--- config.mk ---
export PLATFORM = sky130hd
export DESIGN_NAME = wkmon_top
export DESIGN_NICKNAME = d
export VERILOG_FILES = /design/src/rtl/wkmon_pkg.sv /design/src/rtl/wkmon_sync.sv /design/src/rtl/wkmon_detect.sv /design/src/rtl/wkmon_regs.sv /design/src/rtl/wkmon_top.sv
export SDC_FILE = /design/constraint.sdc
export NUM_CORES = 1
export LEC_CHECK = 0
export BUFFER_PORTS_ARGS = -buffer_cell sky130_fd_sc_hd__buf_2
export CELL_PAD_IN_SITES_DETAIL_PLACEMENT = 0
export CELL_PAD_IN_SITES_GLOBAL_PLACEMENT = 1
export CORE_ASPECT_RATIO = 1.1
export CORE_MARGIN = 5
export CORE_UTILIZATION = 47
export DETAILED_ROUTE_END_ITERATION = 16
export PLACE_DENSITY = 0.83
export SLEW_MARGIN = 15
export SYNTH_ARGS = -nofsm -noshare
export SYNTH_HDL_FRONTEND = slang
export SYNTH_SLANG_ARGS = --single-unit
--- constraint.sdc ---
create_clock -name clk -period 5.91 [get_ports clk]
set_input_delay 0 -clock clk [delete_from_list [all_inputs] [get_ports clk]]
set_output_delay 0 -clock clk [all_outputs]
set_load 0.005 [all_outputs]
--- src/rtl/wkmon_pkg.sv ---
package wkmon_pkg;

    localparam int WORD_W      = 32;
    localparam int NUM_BANKS   = 5;
    localparam int TIMER_WORDS = 2;

    typedef enum int {
        BANK_EN   = 0,
        BANK_FALL = 1,
        BANK_RISE = 2,
        BANK_POL  = 3,
        BANK_STAT = 4
    } bank_e;

    typedef struct packed {
        logic en;
        logic fall;
        logic rise;
        logic pol;
    } pin_cfg_t;

    function automatic int words_for(input int pins);
        return (pins + WORD_W - 1) / WORD_W;
    endfunction

    // Event for one pin from its configuration and synchronised samples.
    function automatic logic pin_event(input pin_cfg_t cfg, input logic cur,
                                       input logic prev);
        logic up, down;
        up   = cur & ~prev;
        down = ~cur & prev;
        if (cfg.rise | cfg.fall)
            return (up & cfg.rise) | (down & cfg.fall);
        else
            return cur ~^ cfg.pol;
    endfunction

endpackage

--- src/rtl/wkmon_sync.sv ---
module wkmon_sync #(
    parameter int W = 8
) (
    input  logic         clk,
    input  logic         rst,
    input  logic [W-1:0] d,
    output logic [W-1:0] cur,
    output logic [W-1:0] prev
);
    logic [W-1:0] meta_q, cur_q, prev_q;

    always_ff @(posedge clk) begin
        if (rst) begin
            meta_q <= '0;
            cur_q  <= '0;
            prev_q <= '0;
        end else begin
            meta_q <= d;
            cur_q  <= meta_q;
            prev_q <= cur_q;
        end
    end

    assign cur  = cur_q;
    assign prev = prev_q;
endmodule

--- src/rtl/wkmon_detect.sv ---
module wkmon_detect
    import wkmon_pkg::*;
#(
    parameter int NUM_PINS = 8
) (
    input  pin_cfg_t [NUM_PINS-1:0] cfg,
    input  logic     [NUM_PINS-1:0] cur,
    input  logic     [NUM_PINS-1:0] prev,
    output logic     [NUM_PINS-1:0] evt
);
    for (genvar p = 0; p < NUM_PINS; p++) begin : g_pin
        assign evt[p] = pin_event(cfg[p], cur[p], prev[p]);
    end
endmodule

--- src/rtl/wkmon_regs.sv ---
module wkmon_regs
    import wkmon_pkg::*;
#(
    parameter int NUM_PINS = 40,
    parameter int ADDR_W   = 6
) (
    input  logic                    clk,
    input  logic                    rst,
    input  logic                    wr_en,
    input  logic [ADDR_W-1:0]       addr,
    input  logic [WORD_W-1:0]       wdata,
    output logic [WORD_W-1:0]       rdata,
    input  logic [NUM_PINS-1:0]     evt,
    output pin_cfg_t [NUM_PINS-1:0] cfg,
    output logic [NUM_PINS-1:0]     stat
);
    localparam int STRIDE = words_for(NUM_PINS);
    localparam int PAD_W  = STRIDE * WORD_W;

    function automatic logic [PAD_W-1:0] valid_mask();
        logic [PAD_W-1:0] m;
        for (int i = 0; i < PAD_W; i++) m[i] = (i < NUM_PINS);
        return m;
    endfunction

    localparam logic [PAD_W-1:0] VALID = valid_mask();

    logic [PAD_W-1:0]  bank_q  [NUM_BANKS];
    logic [PAD_W-1:0]  bank_nx [NUM_BANKS];
    logic [WORD_W-1:0] timer_q [TIMER_WORDS];
    logic [PAD_W-1:0]  evt_pad;

    int unsigned a;
    int unsigned idx;
    int          bank_sel;
    logic        hit, is_timer, tsel;

    // Address decode
    always_comb begin
        a        = 32'(addr);
        hit      = 1'b0;
        is_timer = 1'b0;
        tsel     = 1'b0;
        bank_sel = 0;
        idx      = 0;
        if (a < TIMER_WORDS) begin
            is_timer = 1'b1;
            tsel     = a[0];
        end else begin
            for (int b = 0; b < NUM_BANKS; b++) begin
                if (a >= 32'(TIMER_WORDS + b * STRIDE) &&
                    a <  32'(TIMER_WORDS + (b + 1) * STRIDE)) begin
                    hit      = 1'b1;
                    bank_sel = b;
                    idx      = a - 32'(TIMER_WORDS + b * STRIDE);
                end
            end
        end
    end

    always_comb begin
        evt_pad = '0;
        evt_pad[NUM_PINS-1:0] = evt;
    end

    // Next state: write, then sticky event merge, then clip unused bits
    always_comb begin
        for (int b = 0; b < NUM_BANKS; b++) bank_nx[b] = bank_q[b];
        if (wr_en && hit)
            bank_nx[bank_sel][idx*WORD_W +: WORD_W] = wdata;
        bank_nx[BANK_STAT] = bank_nx[BANK_STAT] | evt_pad;
        for (int b = 0; b < NUM_BANKS; b++) bank_nx[b] = bank_nx[b] & VALID;
    end

    always_ff @(posedge clk) begin
        if (rst) begin
            for (int b = 0; b < NUM_BANKS; b++) bank_q[b] <= '0;
            for (int t = 0; t < TIMER_WORDS; t++) timer_q[t] <= '0;
        end else begin
            for (int b = 0; b < NUM_BANKS; b++) bank_q[b] <= bank_nx[b];
            if (wr_en && is_timer) timer_q[tsel] <= wdata;
        end
    end

    always_comb begin
        if (is_timer)
            rdata = timer_q[tsel];
        else if (hit)
            rdata = bank_q[bank_sel][idx*WORD_W +: WORD_W];
        else
            rdata = '0;
    end

    always_comb begin
        for (int p = 0; p < NUM_PINS; p++) begin
            cfg[p].en   = bank_q[BANK_EN][p];
            cfg[p].fall = bank_q[BANK_FALL][p];
            cfg[p].rise = bank_q[BANK_RISE][p];
            cfg[p].pol  = bank_q[BANK_POL][p];
        end
        stat = bank_q[BANK_STAT][NUM_PINS-1:0];
    end
endmodule

--- src/rtl/wkmon_top.sv ---
module wkmon_top
    import wkmon_pkg::*;
#(
    parameter int NUM_PINS = 40,
    parameter int ADDR_W   = 6
) (
    input  logic                clk,
    input  logic                rst,
    input  logic [NUM_PINS-1:0] pins_in,
    input  logic                wr_en,
    input  logic [ADDR_W-1:0]   addr,
    input  logic [31:0]         wdata,
    output logic [31:0]         rdata,
    input  logic                sleep_req,
    output logic                wake_pulse,
    output logic                irq_out
);
    logic [NUM_PINS-1:0]     cur, prev, evt, stat_vec, en_vec;
    pin_cfg_t [NUM_PINS-1:0] cfg;
    logic                    armed_q, wake_q, fire;

    wkmon_sync #(.W(NUM_PINS)) u_sync (
        .clk(clk), .rst(rst), .d(pins_in), .cur(cur), .prev(prev)
    );

    wkmon_detect #(.NUM_PINS(NUM_PINS)) u_detect (
        .cfg(cfg), .cur(cur), .prev(prev), .evt(evt)
    );

    wkmon_regs #(.NUM_PINS(NUM_PINS), .ADDR_W(ADDR_W)) u_regs (
        .clk(clk), .rst(rst), .wr_en(wr_en), .addr(addr), .wdata(wdata),
        .rdata(rdata), .evt(evt), .cfg(cfg), .stat(stat_vec)
    );

    always_comb begin
        for (int p = 0; p < NUM_PINS; p++) en_vec[p] = cfg[p].en;
    end

    assign irq_out = |(stat_vec & en_vec);
    assign fire    = armed_q & irq_out;

    // Arming: doorbell sets, the wake it causes clears
    always_ff @(posedge clk) begin
        if (rst) begin
            armed_q <= 1'b0;
            wake_q  <= 1'b0;
        end else begin
            armed_q <= fire ? 1'b0 : (armed_q | sleep_req);
            wake_q  <= fire;
        end
    end

    assign wake_pulse = wake_q;
endmodule

After elaboration in Yosys (flattened, before gate mapping)
Memory sizes are Yosys's and may differ from the RTL's.
Index checks and enable logic that the tools add are counted.
{"block": "word_totals", "ff_bits": 122, "n_memories": 2, "output_inout_bits": 34, "in_bits": 82, "ram_bits": 264, "elab_cells": 489}
{"memory": "u_regs.bank_q", "depth": 5, "word_bits": 40, "read_ports": 6, "rd_ports_with_merged_regs": 0, "write_ports": 5, "line": "wkmon_regs.sv:28", "source": "logic [PAD_W-1:0] bank_q [NUM_BANKS];"}
{"memory": "u_regs.timer_q", "depth": 2, "word_bits": 32, "read_ports": 1, "rd_ports_with_merged_regs": 0, "write_ports": 2, "line": "wkmon_regs.sv:30", "source": "logic [WORD_W-1:0] timer_q [TIMER_WORDS];"}
{"block": "op_classes", "mux": 79, "n_addsub": 6, "shifts": 3, "reduce_logical": 11, "n_bitwise": 370, "magnitude_cmp": 13}
{"operator": "$bwmux W320", "n": 1}
{"operator": "$mux W296", "n": 1}
{"operator": "$mux W40", "n": 5}
{"operator": "$demux W64 S3", "n": 1}
{"operator": "$mux W27", "n": 6}
{"operator": "$and A1 B1 Y1", "n": 161}
{"operator": "$mux W32", "n": 3}
{"operator": "$or A1 B1 Y1", "n": 86}
{"operator": "$not A1 Y1", "n": 80}
{"operator": "$mux W64", "n": 1}
{"operator": "$shift A32 B34 Y64 const A", "n": 1}
{"operator": "$shiftx A32 B34 Y64", "n": 1}
{"operator": "$shiftx A64 B33 Y32", "n": 1}
{"operator": "$mux W1", "n": 57}
{"operator": "$and A40 B40 Y40", "n": 1}
{"operator": "$or A40 B40 Y40", "n": 1}
{"operator": "$reduce_or A40 Y1", "n": 1}
{"operator": "$xnor A1 B1 Y1", "n": 40}
{"operator": "$neg A32 Y34", "n": 1}
{"operator": "$ge A32 B4 Y1 const B", "n": 1}
{"operator": "$lt A32 B1 Y1 const B", "n": 1}
{"operator": "$not A3 Y32", "n": 1}
{"operator": "$reduce_or A32 Y1", "n": 1}
{"operator": "$lt A6 B4 Y1 const B", "n": 3}
{"operator": "other kinds (12)", "n": 26}

Logic depth before layout (Yosys ltp)
{"block": "depth", "word_depth": 16, "depth_mapped": 23, "depth_no_buf": 19}

Modules after synthesis
From an unflattened synthesis, not the netlist that was laid out.
{"block": "hier_totals", "cells_unflattened": 2139, "area_unflattened_um2": 19214.7}
{"module": "wkmon_regs", "area_each_um2": 14251.2, "instances": 1, "cells_per_inst": 1653}
{"module": "wkmon_sync", "area_each_um2": 3220.6, "instances": 1, "cells_per_inst": 253}
{"module": "wkmon_detect", "area_each_um2": 1451.4, "instances": 1, "cells_per_inst": 200}
{"module": "wkmon_top", "area_each_um2": 291.5, "instances": 1, "cells_per_inst": 33}

Least setup slack after synthesis
Ideal clock, no wire load.
{"block": "synth_path", "path_type": "input-to-reg", "from": "in addr[4]", "to": "reg (tool-made name)", "required_ns": 5.778, "setup_slack_ns": 1.286, "setup_ns": 0.132, "path_stages": 21, "path_buffers": 3, "arrival_time_ns": 4.492, "path_cell_list": "buf_6 inv_1 ha_1 ha_1 nand2b_1 a2111oi_4 a31oi_1 o32a_4 nand3_1 or2_2 inv_1 ha_1 nand4bb_1 or4b_2 nor4_1 nand3_2 or4_1 clkbuf_1 buf_2 nand2_1 a21oi_1"}
{"item": "from (decl)", "line": "wkmon_top.sv:11", "source": "input logic [ADDR_W-1:0] addr,"}

==> reports/summary.txt <==
Outcome: complete, but fails checks
Failing checks: hold timing
Final Cycle Share: 0.849
Multi-input logic area: 0.00830 sq mm
1st-iter DRT viols: 1186
Layout cells sized above 1: 0.119
Netlist cell types: 77
Syn Nets: 2035
Largest net degree at the start of global routing: 178
Switching Share: 0.244
CP Max Fanout: 32
Routed WL per cell: 20.1 microns
Hold_buf cts: 73
Max cap viols: 0
Peak supply drop: 201 uV
Total Wirelength: 52.0 mm
Num CTS Buffers: 42
Kind of critical path: in2reg
Syn. warnings: 0
PnR worst setup slack: 0.895 ns
CP Capture Type: register
Post-DR vias/cell: 5.72
Gr ovfl total: 0
Postcts setup bufs: 0
Final Skew: 0.0103 ns
FFs w/ async S/R, synth: 0
DRC Markers: 0
Final slew viol count: 0
RD Place Congestion: 0.866
Row Count: 73
Static Leakage: 7.52 nW
Final core area utilization: 0.561
Comb power frac: 0.087
Total number of vias: 14800
Clock sinks: 386
Initial Utilization: 0.477
Root buffer cell: clkbuf_16
Register area: 0.00837 sq mm
Num ports: 116
Mapped Cells: 1933
Pre-CTS WS: 0.385 ns
Gates resized, CTS repair: 0
Hold slack: -0.0176 ns
TritonCTS clock tree: built
Clock Path Buffers: 3
Final TNS setup: 0 ns
Vias in the first global route: 14300
Final HPWL DP: 32.6 mm
Drt pass-1 iters: 5
Seq cells post-synth: 386
Synthesized area per cell: 8.92 sq um
Post-synth EDFFs: 64
Clock power share: 0.435
Clock-pin slew on the worst setup and hold paths: 0.06 ns
First-pass GRT wire length: 81.1 mm
Mapped cell area: 0.0173 sq mm
Min Tclk post-route: 5.01 ns
Die area: 0.0406 sq mm
Total GRT Usage: 0.252
Die Span X: 193 microns
Area grow syn2layout: 17.5%
Startpoint types: input port
Final Hold Vio Count: 3
Arrival time worst endpoint: 5.39 ns
Rel. slew slack: 0.268
Main flop type after synthesis: dfxtp_1
Worst slew pin tran: 1.10 ns
Worst Path Required: 6.28 ns
Nets@finish: 2165
Initial antenna violation count: 4
Placeable Area: 0.0362 sq mm
Number of port buffers: 115
Max H-tree Level: 2
Fillers: 3282
Share of total power in sequential cells: 0.478
PD cells: 288 mW/mm^2
Antenna Nets Post-Route: 0
Worst skew pair latency: 0.54 ns
DIE HEIGHT: 211 microns
# setup viols final: 0
HP Class: in2reg
Int Pwr: 0.00442 W
Sequential share of the synthesized area: 0.485
RSZ-0062 raised after global routing: false
NetSw: 0.00142 W
Fmax: 199 MHz
[stage by stage]
step	std cells	total power [W]	hold slack (ns)	area (sq um)
final	2584	0.00584	-0.0176	20300
after CTS	2582	0.00588	0.0108	20300
after detailed placement	2433	0.00332	0.212	18200
after global routing	2584	0.00605	0.0217	20300
after global placement	2433	0.00331	0.210	18200
after floorplan	1933	0.00313	0.128	17300
[power groups by stage]
stage	logic (W)	clock network [W]	registers, W
2_1_floorplan	0.000302	0	0.00283
6_report	0.000509	0.00254	0.00279
3_3_place_gp	0.000462	0	0.00285
4_1_cts	0.000505	0.00258	0.00279
3_5_place_dp	0.000466	0	0.00285
5_1_grt	0.000554	0.00269	0.00280
[metal layers]
metal / track usage / up-vias / share of wire
li1: - / 7083 / -
met1: 0.348 / 7072 / 0.43
met2: 0.405 / 522 / 0.47
met3: 0.0349 / 114 / 0.071
met4: 0.0885 / 0 / 0.033
met5: 0 / - / 0
[critical path, cell delays in order]
cell and delay (ns):
buf_2 0.15, inv_1 0.23, ha_1 0.23, ha_1 0.26, inv_1 0.20, o211ai_2 0.57
o221a_2 0.31, a32o_1 0.21, o211ai_1 0.20, or2_2 0.37, inv_1 0.06, ha_1 0.24
nand4bb_1 0.19, or4b_2 0.61, nor4_1 0.27, nand3_2 0.26, or4_1 0.54, buf_4 0.30
nand2_1 0.13, a21oi_1 0.06
[logic make-up after synthesis]
logic type                 count (synthesis)  share of synthesized area
and+or+nand+nor                          795                      0.236
AOI/OAI and AO/OA                        455                      0.155
DFF                                      386                      0.485
buffers and inverters                    150                     0.0379
muxes                                     82                     0.0478
xor gates and xnor gates                  45                     0.0239
adders and majority gates                 20                     0.0145
[cells in the final DEF (no fill, tap or decap), types with 41 or more instances in the layout]
cell type,synthesis,layout
a21oi_1,205,205
and2_1,65,65
buf_2,24,114
clkbuf_16,0,43
dfxtp_1,322,322
dlygate4sd3_1,0,73
edfxtp_1,64,64
mux2i_1,81,81
nand2_1,259,258
nand3_1,51,50
nor2_1,122,121
nor2b_1,119,119
nor3_1,52,51
o21ai_0,98,98
o22ai_1,87,87
xor2_1,41,41
[final timing paths]
| kind | cells past startpoint | to | start | slack, ns |
|---|---|---|---|---|
| max | 20 | register | addr[3] | 0.90 |
| min | 2 | u_sync.cur[28] | rst | -0.02 |
| max reg2reg | 8 | armed_q | u_regs.bank_q[4][36] | 3.92 |
| min reg2reg | 1 | u_sync.cur[19] | u_sync.meta_q[19] | 0.43 |
[cells in the mapped netlist (all sizes together) (20+ instances only)]
cell / number / area (sq um)
mux2i: 82 / 825
buf: 37 / 229
nor4: 38 / 280
nor2b: 119 / 744
nand3b: 40 / 300
nand2: 259 / 972
dfxtp: 322 / 6450
o22ai: 88 / 557
nor2: 126 / 483
nand3: 52 / 265
and2: 66 / 413
o21ai: 98 / 490
a21oi: 206 / 1030
nor3: 52 / 260
xor2: 41 / 359
edfxtp: 64 / 1920
clkbuf: 97 / 364
ha: 20 / 250
[layout make-up]
type                    instances  share of cell area
diodes                          2            0.000247
clock buffers                  51              0.0570
clock inverters                25             0.00864
inverters                      16             0.00296
multi-input cells            1397               0.409
flip-flops and latches        386               0.413
well taps                     487              0.0301
repair buffers                220              0.0792
No activity file was read; power rests on OpenSTA's default activity.
